===== config.mk =====
export PLATFORM = sky130hd
export DESIGN_NAME = seg_xlate
export DESIGN_NICKNAME = d
export VERILOG_FILES = /design/src/rtl/seg_xlate_pkg.sv /design/src/rtl/seg_xlate_addr.sv /design/src/rtl/seg_xlate_classify.sv /design/src/rtl/seg_xlate_ctrl.sv /design/src/rtl/seg_xlate.sv
export SDC_FILE = /design/constraint.sdc
export NUM_CORES = 1
export LEC_CHECK = 0
export BUFFER_PORTS_ARGS = -buffer_cell sky130_fd_sc_hd__buf_2
export CAP_MARGIN = 5
export CORE_ASPECT_RATIO = 2
export CORE_MARGIN = 10
export CORE_UTILIZATION = 39
export DETAILED_ROUTE_END_ITERATION = 8
export SYNTH_ARGS = -nofsm -noshare
export SYNTH_HDL_FRONTEND = slang
export SYNTH_SLANG_ARGS = --single-unit

===== constraint.sdc =====
create_clock -name clk -period 3.85 [get_ports clk]
set_clock_uncertainty 0.05 [all_clocks]
set_input_delay 0.9625 -clock clk [delete_from_list [all_inputs] [get_ports clk]]
set_output_delay 0.9625 -clock clk [all_outputs]
set_load 0.02 [all_outputs]

===== src/rtl/seg_xlate_pkg.sv =====
package seg_xlate_pkg;

  typedef enum logic [1:0] {
    FLT_NONE = 2'b00,
    FLT_SEG  = 2'b01,
    FLT_PAGE = 2'b10,
    FLT_LEN  = 2'b11
  } fault_e;

  typedef enum logic [2:0] {
    ST_IDLE,
    ST_DREQ,
    ST_DWAIT,
    ST_PREQ,
    ST_PWAIT,
    ST_DONE
  } state_e;

endpackage


===== src/rtl/seg_xlate_addr.sv =====
module seg_xlate_addr #(
  parameter int unsigned    VA_W        = 32,
  parameter int unsigned    SEG_W       = 8,
  parameter int unsigned    OFF_W       = 12,
  parameter int unsigned    PA_W        = 32,
  parameter int unsigned    BASE_W      = 23,
  parameter int unsigned    ENTRY_BYTES = 4,
  parameter int unsigned    DESC_BYTES  = 4,
  parameter int unsigned    TBL_SHIFT   = 9,
  parameter logic [PA_W-1:0] SEG_BASE   = 32'hF000_0000
) (
  input  logic [VA_W-OFF_W-1:0] va_hi,
  input  logic [BASE_W-1:0]     tbl_base,
  output logic [PA_W-1:0]       desc_addr,
  output logic [PA_W-1:0]       pte_addr
);
  localparam int unsigned IDX_W    = VA_W - SEG_W - OFF_W;
  localparam int unsigned ENTRY_SH = $clog2(ENTRY_BYTES);
  localparam int unsigned DESC_SH  = $clog2(DESC_BYTES);

  logic [SEG_W-1:0] seg;
  logic [IDX_W-1:0] idx;

  assign seg = va_hi[IDX_W +: SEG_W];
  assign idx = va_hi[IDX_W-1:0];

  // descriptor slot inside the fixed segment table
  assign desc_addr = SEG_BASE + (PA_W'(seg) << DESC_SH);
  // entry slot: table start plus scaled page index
  assign pte_addr  = (PA_W'(tbl_base) << TBL_SHIFT) + (PA_W'(idx) << ENTRY_SH);

endmodule


===== src/rtl/seg_xlate_classify.sv =====
module seg_xlate_classify
  import seg_xlate_pkg::*;
#(
  parameter int unsigned IDX_W       = 12,
  parameter int unsigned LEN_W       = 8,
  parameter int unsigned MAX_ENTRIES = 128
) (
  input  logic             resident,
  input  logic [LEN_W-1:0] count,
  input  logic [IDX_W-1:0] idx,
  input  logic             present,
  output fault_e           desc_flt,
  output fault_e           pte_flt
);
  localparam int unsigned LIM_W = $clog2(MAX_ENTRIES + 1);
  localparam int unsigned CMP_W = ((IDX_W > LIM_W) ? IDX_W : LIM_W) + 1;

  logic [LIM_W-1:0] limit;
  logic             too_long;

  generate
    if (((1 << LEN_W) - 1) > MAX_ENTRIES) begin : g_clamp
      assign limit = (CMP_W'(count) > CMP_W'(MAX_ENTRIES)) ? LIM_W'(MAX_ENTRIES)
                                                           : LIM_W'(count);
    end else begin : g_pass
      assign limit = LIM_W'(count);
    end
  endgenerate

  assign too_long = CMP_W'(idx) >= CMP_W'(limit);

  // residency outranks the length test (R4 before R5)
  always_comb begin
    if (!resident)     desc_flt = FLT_SEG;
    else if (too_long) desc_flt = FLT_LEN;
    else               desc_flt = FLT_NONE;
  end

  assign pte_flt = present ? FLT_NONE : FLT_PAGE;

endmodule


===== src/rtl/seg_xlate_ctrl.sv =====
module seg_xlate_ctrl
  import seg_xlate_pkg::*;
#(
  parameter int unsigned VA_W    = 32,
  parameter int unsigned OFF_W   = 12,
  parameter int unsigned PA_W    = 32,
  parameter int unsigned BASE_W  = 23,
  parameter int unsigned FRAME_W = 20
) (
  input  logic               clk,
  input  logic               rst_n,
  input  logic               req_valid,
  output logic               req_ready,
  input  logic [VA_W-1:0]    req_va,
  output logic               done,
  output logic [1:0]         fault,
  output logic [PA_W-1:0]    paddr,
  output logic               mem_req_valid,
  input  logic               mem_req_ready,
  output logic [PA_W-1:0]    mem_req_addr,
  input  logic               mem_rsp_valid,
  input  logic [BASE_W-1:0]  rsp_base,
  input  logic [FRAME_W-1:0] rsp_frame,
  input  fault_e             desc_flt,
  input  fault_e             pte_flt,
  input  logic [PA_W-1:0]    desc_addr,
  input  logic [PA_W-1:0]    pte_addr,
  output logic [VA_W-1:0]    va_q,
  output logic [BASE_W-1:0]  base_q
);
  state_e          st;
  fault_e          flt_q;
  logic [PA_W-1:0] pa_q;

  always_ff @(posedge clk or negedge rst_n) begin
    if (!rst_n) begin
      st     <= ST_IDLE;
      va_q   <= '0;
      base_q <= '0;
      flt_q  <= FLT_NONE;
      pa_q   <= '0;
    end else begin
      case (st)
        ST_IDLE: if (req_valid) begin
          va_q <= req_va;
          st   <= ST_DREQ;
        end
        ST_DREQ: if (mem_req_ready) st <= ST_DWAIT;
        ST_DWAIT: if (mem_rsp_valid) begin
          base_q <= rsp_base;
          if (desc_flt != FLT_NONE) begin
            flt_q <= desc_flt;
            pa_q  <= '0;
            st    <= ST_DONE;
          end else begin
            st <= ST_PREQ;
          end
        end
        ST_PREQ: if (mem_req_ready) st <= ST_PWAIT;
        ST_PWAIT: if (mem_rsp_valid) begin
          if (pte_flt != FLT_NONE) begin
            flt_q <= FLT_PAGE;
            pa_q  <= '0;
          end else begin
            flt_q <= FLT_NONE;
            pa_q  <= PA_W'({rsp_frame, va_q[OFF_W-1:0]});
          end
          st <= ST_DONE;
        end
        ST_DONE: st <= ST_IDLE;
        default: st <= ST_IDLE;
      endcase
    end
  end

  assign req_ready     = (st == ST_IDLE);
  assign done          = (st == ST_DONE);
  assign fault         = flt_q;
  assign paddr         = pa_q;
  assign mem_req_valid = (st == ST_DREQ) || (st == ST_PREQ);
  assign mem_req_addr  = (st == ST_PREQ) ? pte_addr : desc_addr;

  // read counter kept for the checks below
  logic [1:0] n_rd;
  always_ff @(posedge clk or negedge rst_n) begin
    if (!rst_n)                                   n_rd <= '0;
    else if (req_valid && req_ready)              n_rd <= '0;
    else if (mem_req_valid && mem_req_ready && n_rd != 2'd3) n_rd <= n_rd + 2'd1;
  end

  p_accept_busy_r1: assert property (@(posedge clk) disable iff (!rst_n)
    (req_valid && req_ready) |=> !req_ready);

  p_hold_req_r10: assert property (@(posedge clk) disable iff (!rst_n)
    (mem_req_valid && !mem_req_ready) |=> (mem_req_valid && $stable(mem_req_addr)));

  p_done_pulse_r9: assert property (@(posedge clk) disable iff (!rst_n)
    done |=> !done);

  p_fault_pa_zero_r9: assert property (@(posedge clk) disable iff (!rst_n)
    (done && fault != 2'b00) |-> (paddr == '0));

  p_one_read_r4: assert property (@(posedge clk) disable iff (!rst_n)
    (done && fault == 2'b01) |-> (n_rd == 2'd1));

  p_one_read_r5: assert property (@(posedge clk) disable iff (!rst_n)
    (done && fault == 2'b11) |-> (n_rd == 2'd1));

  p_two_reads_r8: assert property (@(posedge clk) disable iff (!rst_n)
    (done && (fault == 2'b00 || fault == 2'b10)) |-> (n_rd == 2'd2));

endmodule


===== src/rtl/seg_xlate.sv =====
module seg_xlate
  import seg_xlate_pkg::*;
#(
  parameter int unsigned     VA_W        = 32,
  parameter int unsigned     SEG_W       = 8,
  parameter int unsigned     OFF_W       = 12,
  parameter int unsigned     PA_W        = 32,
  parameter int unsigned     WORD_W      = 32,
  parameter int unsigned     LEN_W       = 8,
  parameter int unsigned     MAX_ENTRIES = 128,
  parameter int unsigned     ENTRY_BYTES = 4,
  parameter logic [PA_W-1:0] SEG_BASE    = 32'hF000_0000
) (
  input  logic              clk,
  input  logic              rst_n,
  input  logic              req_valid,
  output logic              req_ready,
  input  logic [VA_W-1:0]   req_va,
  output logic              done,
  output logic [1:0]        fault,
  output logic [PA_W-1:0]   paddr,
  output logic              mem_req_valid,
  input  logic              mem_req_ready,
  output logic [PA_W-1:0]   mem_req_addr,
  input  logic              mem_rsp_valid,
  input  logic [WORD_W-1:0] mem_rsp_data
);
  localparam int unsigned IDX_W      = VA_W - SEG_W - OFF_W;
  localparam int unsigned FRAME_W    = PA_W - OFF_W;
  localparam int unsigned BASE_W     = WORD_W - 1 - LEN_W;
  localparam int unsigned TBL_SHIFT  = $clog2(MAX_ENTRIES * ENTRY_BYTES);
  localparam int unsigned DESC_BYTES = WORD_W / 8;

  logic [VA_W-1:0]   va_q;
  logic [BASE_W-1:0] base_q;
  logic [PA_W-1:0]   desc_addr, pte_addr;
  fault_e            desc_flt, pte_flt;

  seg_xlate_addr #(
    .VA_W(VA_W), .SEG_W(SEG_W), .OFF_W(OFF_W), .PA_W(PA_W), .BASE_W(BASE_W),
    .ENTRY_BYTES(ENTRY_BYTES), .DESC_BYTES(DESC_BYTES), .TBL_SHIFT(TBL_SHIFT),
    .SEG_BASE(SEG_BASE)
  ) u_addr (
    .va_hi     (va_q[VA_W-1:OFF_W]),
    .tbl_base  (base_q),
    .desc_addr (desc_addr),
    .pte_addr  (pte_addr)
  );

  seg_xlate_classify #(
    .IDX_W(IDX_W), .LEN_W(LEN_W), .MAX_ENTRIES(MAX_ENTRIES)
  ) u_cls (
    .resident (mem_rsp_data[WORD_W-1]),
    .count    (mem_rsp_data[LEN_W-1:0]),
    .idx      (va_q[OFF_W +: IDX_W]),
    .present  (mem_rsp_data[WORD_W-1]),
    .desc_flt (desc_flt),
    .pte_flt  (pte_flt)
  );

  seg_xlate_ctrl #(
    .VA_W(VA_W), .OFF_W(OFF_W), .PA_W(PA_W), .BASE_W(BASE_W), .FRAME_W(FRAME_W)
  ) u_ctrl (
    .clk           (clk),
    .rst_n         (rst_n),
    .req_valid     (req_valid),
    .req_ready     (req_ready),
    .req_va        (req_va),
    .done          (done),
    .fault         (fault),
    .paddr         (paddr),
    .mem_req_valid (mem_req_valid),
    .mem_req_ready (mem_req_ready),
    .mem_req_addr  (mem_req_addr),
    .mem_rsp_valid (mem_rsp_valid),
    .rsp_base      (mem_rsp_data[WORD_W-2 -: BASE_W]),
    .rsp_frame     (mem_rsp_data[FRAME_W-1:0]),
    .desc_flt      (desc_flt),
    .pte_flt       (pte_flt),
    .desc_addr     (desc_addr),
    .pte_addr      (pte_addr),
    .va_q          (va_q),
    .base_q        (base_q)
  );

endmodule


==> metrics.cfg <==
[route]
avgRoutedWirePerCell_um = 18.3
wirelength_mm = 13.4
antenna_left = 0
num_vias = 3764
route.detailed.drc = 0
vias_per_cell = 5.14
drt-pass1-iter-count = 4
drt_iter0_markers = 74

[clock_tree]
cts-root-buf = clkbuf_16
cts_hold_buf = 0
clock_latency_ns = 0.33
clk_pin_slew_ns = 0.07
htree_levels = 3
cts_tree = yes
cts_setup_buffers = 0
cts_resized = 0
numCtsBuffers = 9
clk_path_buf_depth = 2
cts.sink_count = 92

[layout]
drive_gt1_share_pct = 37.5
n_fill_cell = 1137
diodes = 0
finalInstanceArea_um2 = 5750
postLayoutCoreUtil_pct = 48.8
syn_to_final_growth_pct = 22.7
nNetsFinal = 665

[timing]
worstMarginPinSlew_ns = 1.01
max_freq_mhz = 281
setup_violations = 0
rsz0062_at_grt = false
finalMaxSlewViolations = 0
fin_crit_sh_pct = 92.3
max-slew-margin-rel_pct = 32.6
hold_viol = 0
period_needed_ns = 3.55
finalSetupTns_ns = 0

[synthesis]
synth_cells = 455
synthTopCellsByArea = dfrtp_1 (49%), mux2_2 (13%), nand2_1 (8.7%), o22ai_1 (4.4%), ha_1 (3.5%)
synthesis.area_um2 = 4690
synth_common_cells = nand2_1 (109), dfrtp_1 (92), mux2_2 (53)
synth_edf_count = 0
synth_top_area_share_pct = 49.1
synth_cell_types = 50
synth_seq_area_share_pct = 49.1
async_flop_share_pct = 100
synth_ff_type = dfrtp_1
ys_warn_count = 0
syn_avg_cell_area_um2 = 10.3
synth.most_common_cell = nand2_1
synth-seq-cells = 92
yosysTopAreaCell = dfrtp_1

[power_and_ir_drop]
leakage_nw = 2.77
p_total_mw = 4.87
ir_drop_uv = 475
powerDensity_nw_per_um2 = 847

[worst_setup_path]
cp_max_fo = 11
endpoint_kind = output pin
path_class = reg -> out
worstSetupStartpointType = flop
cp_data_arrival_time_ns = 2.54
required_ns = 2.84

[global_routing]
grt_start_max_net_pins = 65
grt_busiest_layer = met2
grt-ovfl-total = 0
grt_util_met2_pct = 30.1
grt_use_total_pct = 15.5
grtUsageMet3_pct = 3.32
grt_pass1_vias = 4223
met1_usage_pct = 15.8
antenna_found_initial = 1
grt_first_pass_wirelength_mm = 21.8

[hold_path]
hp-class = reg -> reg

[floorplanning]
die_h_um = 175
start_util_pct = 39.8
die_width_um = 97.5
core_area_um2 = 11800
die_area_um2 = 17100
io_pins = 138
rows = 56

[run_status]
status = completed

[placement]
detailed_place.area_um2 = 5450
portBuffers = 135
gp_congestion = 0.823
hpwl_mm = 10.4

[job]
cap_violations = 0

## sequential cells by signal, indices dropped and copies added (netlist names)
signal,cells
u_ctrl.fault,2
u_ctrl.st,3
u_ctrl.paddr,32
u_ctrl.base_q,23
u_ctrl.va_q,32
## worst paths after layout
path	endpoint	depth (start not counted)	start	slack, ns
setup / recovery	mem_req_addr[31]	9	u_ctrl.va_q[19]$_DFFE_PN0P_	0.30
min in group asynchronous	u_ctrl.paddr[13]$_DFFE_PN0P_	1	rst_n	0.68
max in group asynchronous	u_ctrl.base_q[17]$_DFFE_PN0P_	2	rst_n	2.31
hold / removal	u_ctrl.va_q[1]$_DFFE_PN0P_	1	u_ctrl.va_q[1]$_DFFE_PN0P_	0.46
hold reg to reg	u_ctrl.va_q[1]$_DFFE_PN0P_	1	u_ctrl.va_q[1]$_DFFE_PN0P_	0.46
setup reg to reg	u_ctrl.paddr[5]$_DFFE_PN0P_	7	u_ctrl.va_q[18]$_DFFE_PN0P_	1.34
## worst max-delay path, stage by stage (launching register included)
cell and delay [ns]:
dfrtp_1 0.40, ha_1 0.24, fa_1 0.44, a211o_1 0.28, a21oi_1 0.12, buf_4 0.19
nor4_1 0.08, xnor2_1 0.18, nand2_1 0.09, buf_2 0.18
## per-layer routing
metal  wire [um]  vias up
met5           0        -
met4         186        0
met3         539       12
met2        7530       81
met1        5110     1848
li1            -     1823
## kinds of logic after synthesis
logic type,Yosys count,synth area share (%)
mux,54,12.9
compound gates,65,8.76
simple gates,175,17.4
buf+inv,35,4.30
xor+xnor,19,3.55
fa+ha+maj,14,3.90
flops,92,49.1
other cells,1,0.0800
## stage by stage
stage,hold WS (ns),instances,setup slack (ns)
after floorplan,0.430,456,0.767
after global placement,0.441,716,0.492
after detailed placement,0.446,716,0.397
after CTS,0.462,732,0.262
after global routing,0.467,732,0.146
final,0.461,732,0.295
## cell type report
type | instances | area [um2] | share of cell area (%)
Timing Repair Buffer | 145 | 753 | 13.1
Clock inverter | 6 | 70.1 | 1.22
Tap cell | 145 | 181 | 3.16
Multi-Input combinational cell | 329 | 2190 | 38.2
Clock buffer | 10 | 229 | 3.98
Sequential cell | 92 | 2300 | 40.0
Inverter | 5 | 18.8 | 0.326
## where the power goes
| group | internal, mW | switching [mW] | leakage (nW) | total (mW) |
|---|---|---|---|---|
| clock | 0.511 | 0.389 | 0.148 | 0.900 |
| sequential | 1.44 | 0.391 | 1.15 | 1.83 |
| combinational | 0.934 | 1.21 | 1.47 | 2.14 |
## cells in the final DEF, fill, tap and decap left out, drive strengths merged, types with 2 or more instances in the layout
master | netlist | layout
a211oi | 3 | 3
a21o | 2 | 2
a21oi | 7 | 7
and2 | 2 | 2
and3 | 3 | 3
and4 | 3 | 3
buf | 19 | 145
clkbuf | 11 | 10
clkinv | 0 | 2
conb | 1 | 2
dfrtp | 92 | 92
ha | 13 | 13
inv | 5 | 8
mux2 | 53 | 53
nand2 | 109 | 109
nand2b | 4 | 4
nand3 | 6 | 6
nand4 | 3 | 3
nand4b | 2 | 2
nor2 | 20 | 20
nor2b | 7 | 7
nor3 | 7 | 7
nor4 | 3 | 3
o21a | 2 | 2
o21ai | 11 | 11
o22ai | 33 | 33
or3 | 2 | 2
xnor2 | 8 | 8
xor2 | 11 | 11
No activity file was read; power rests on OpenSTA's default activity.
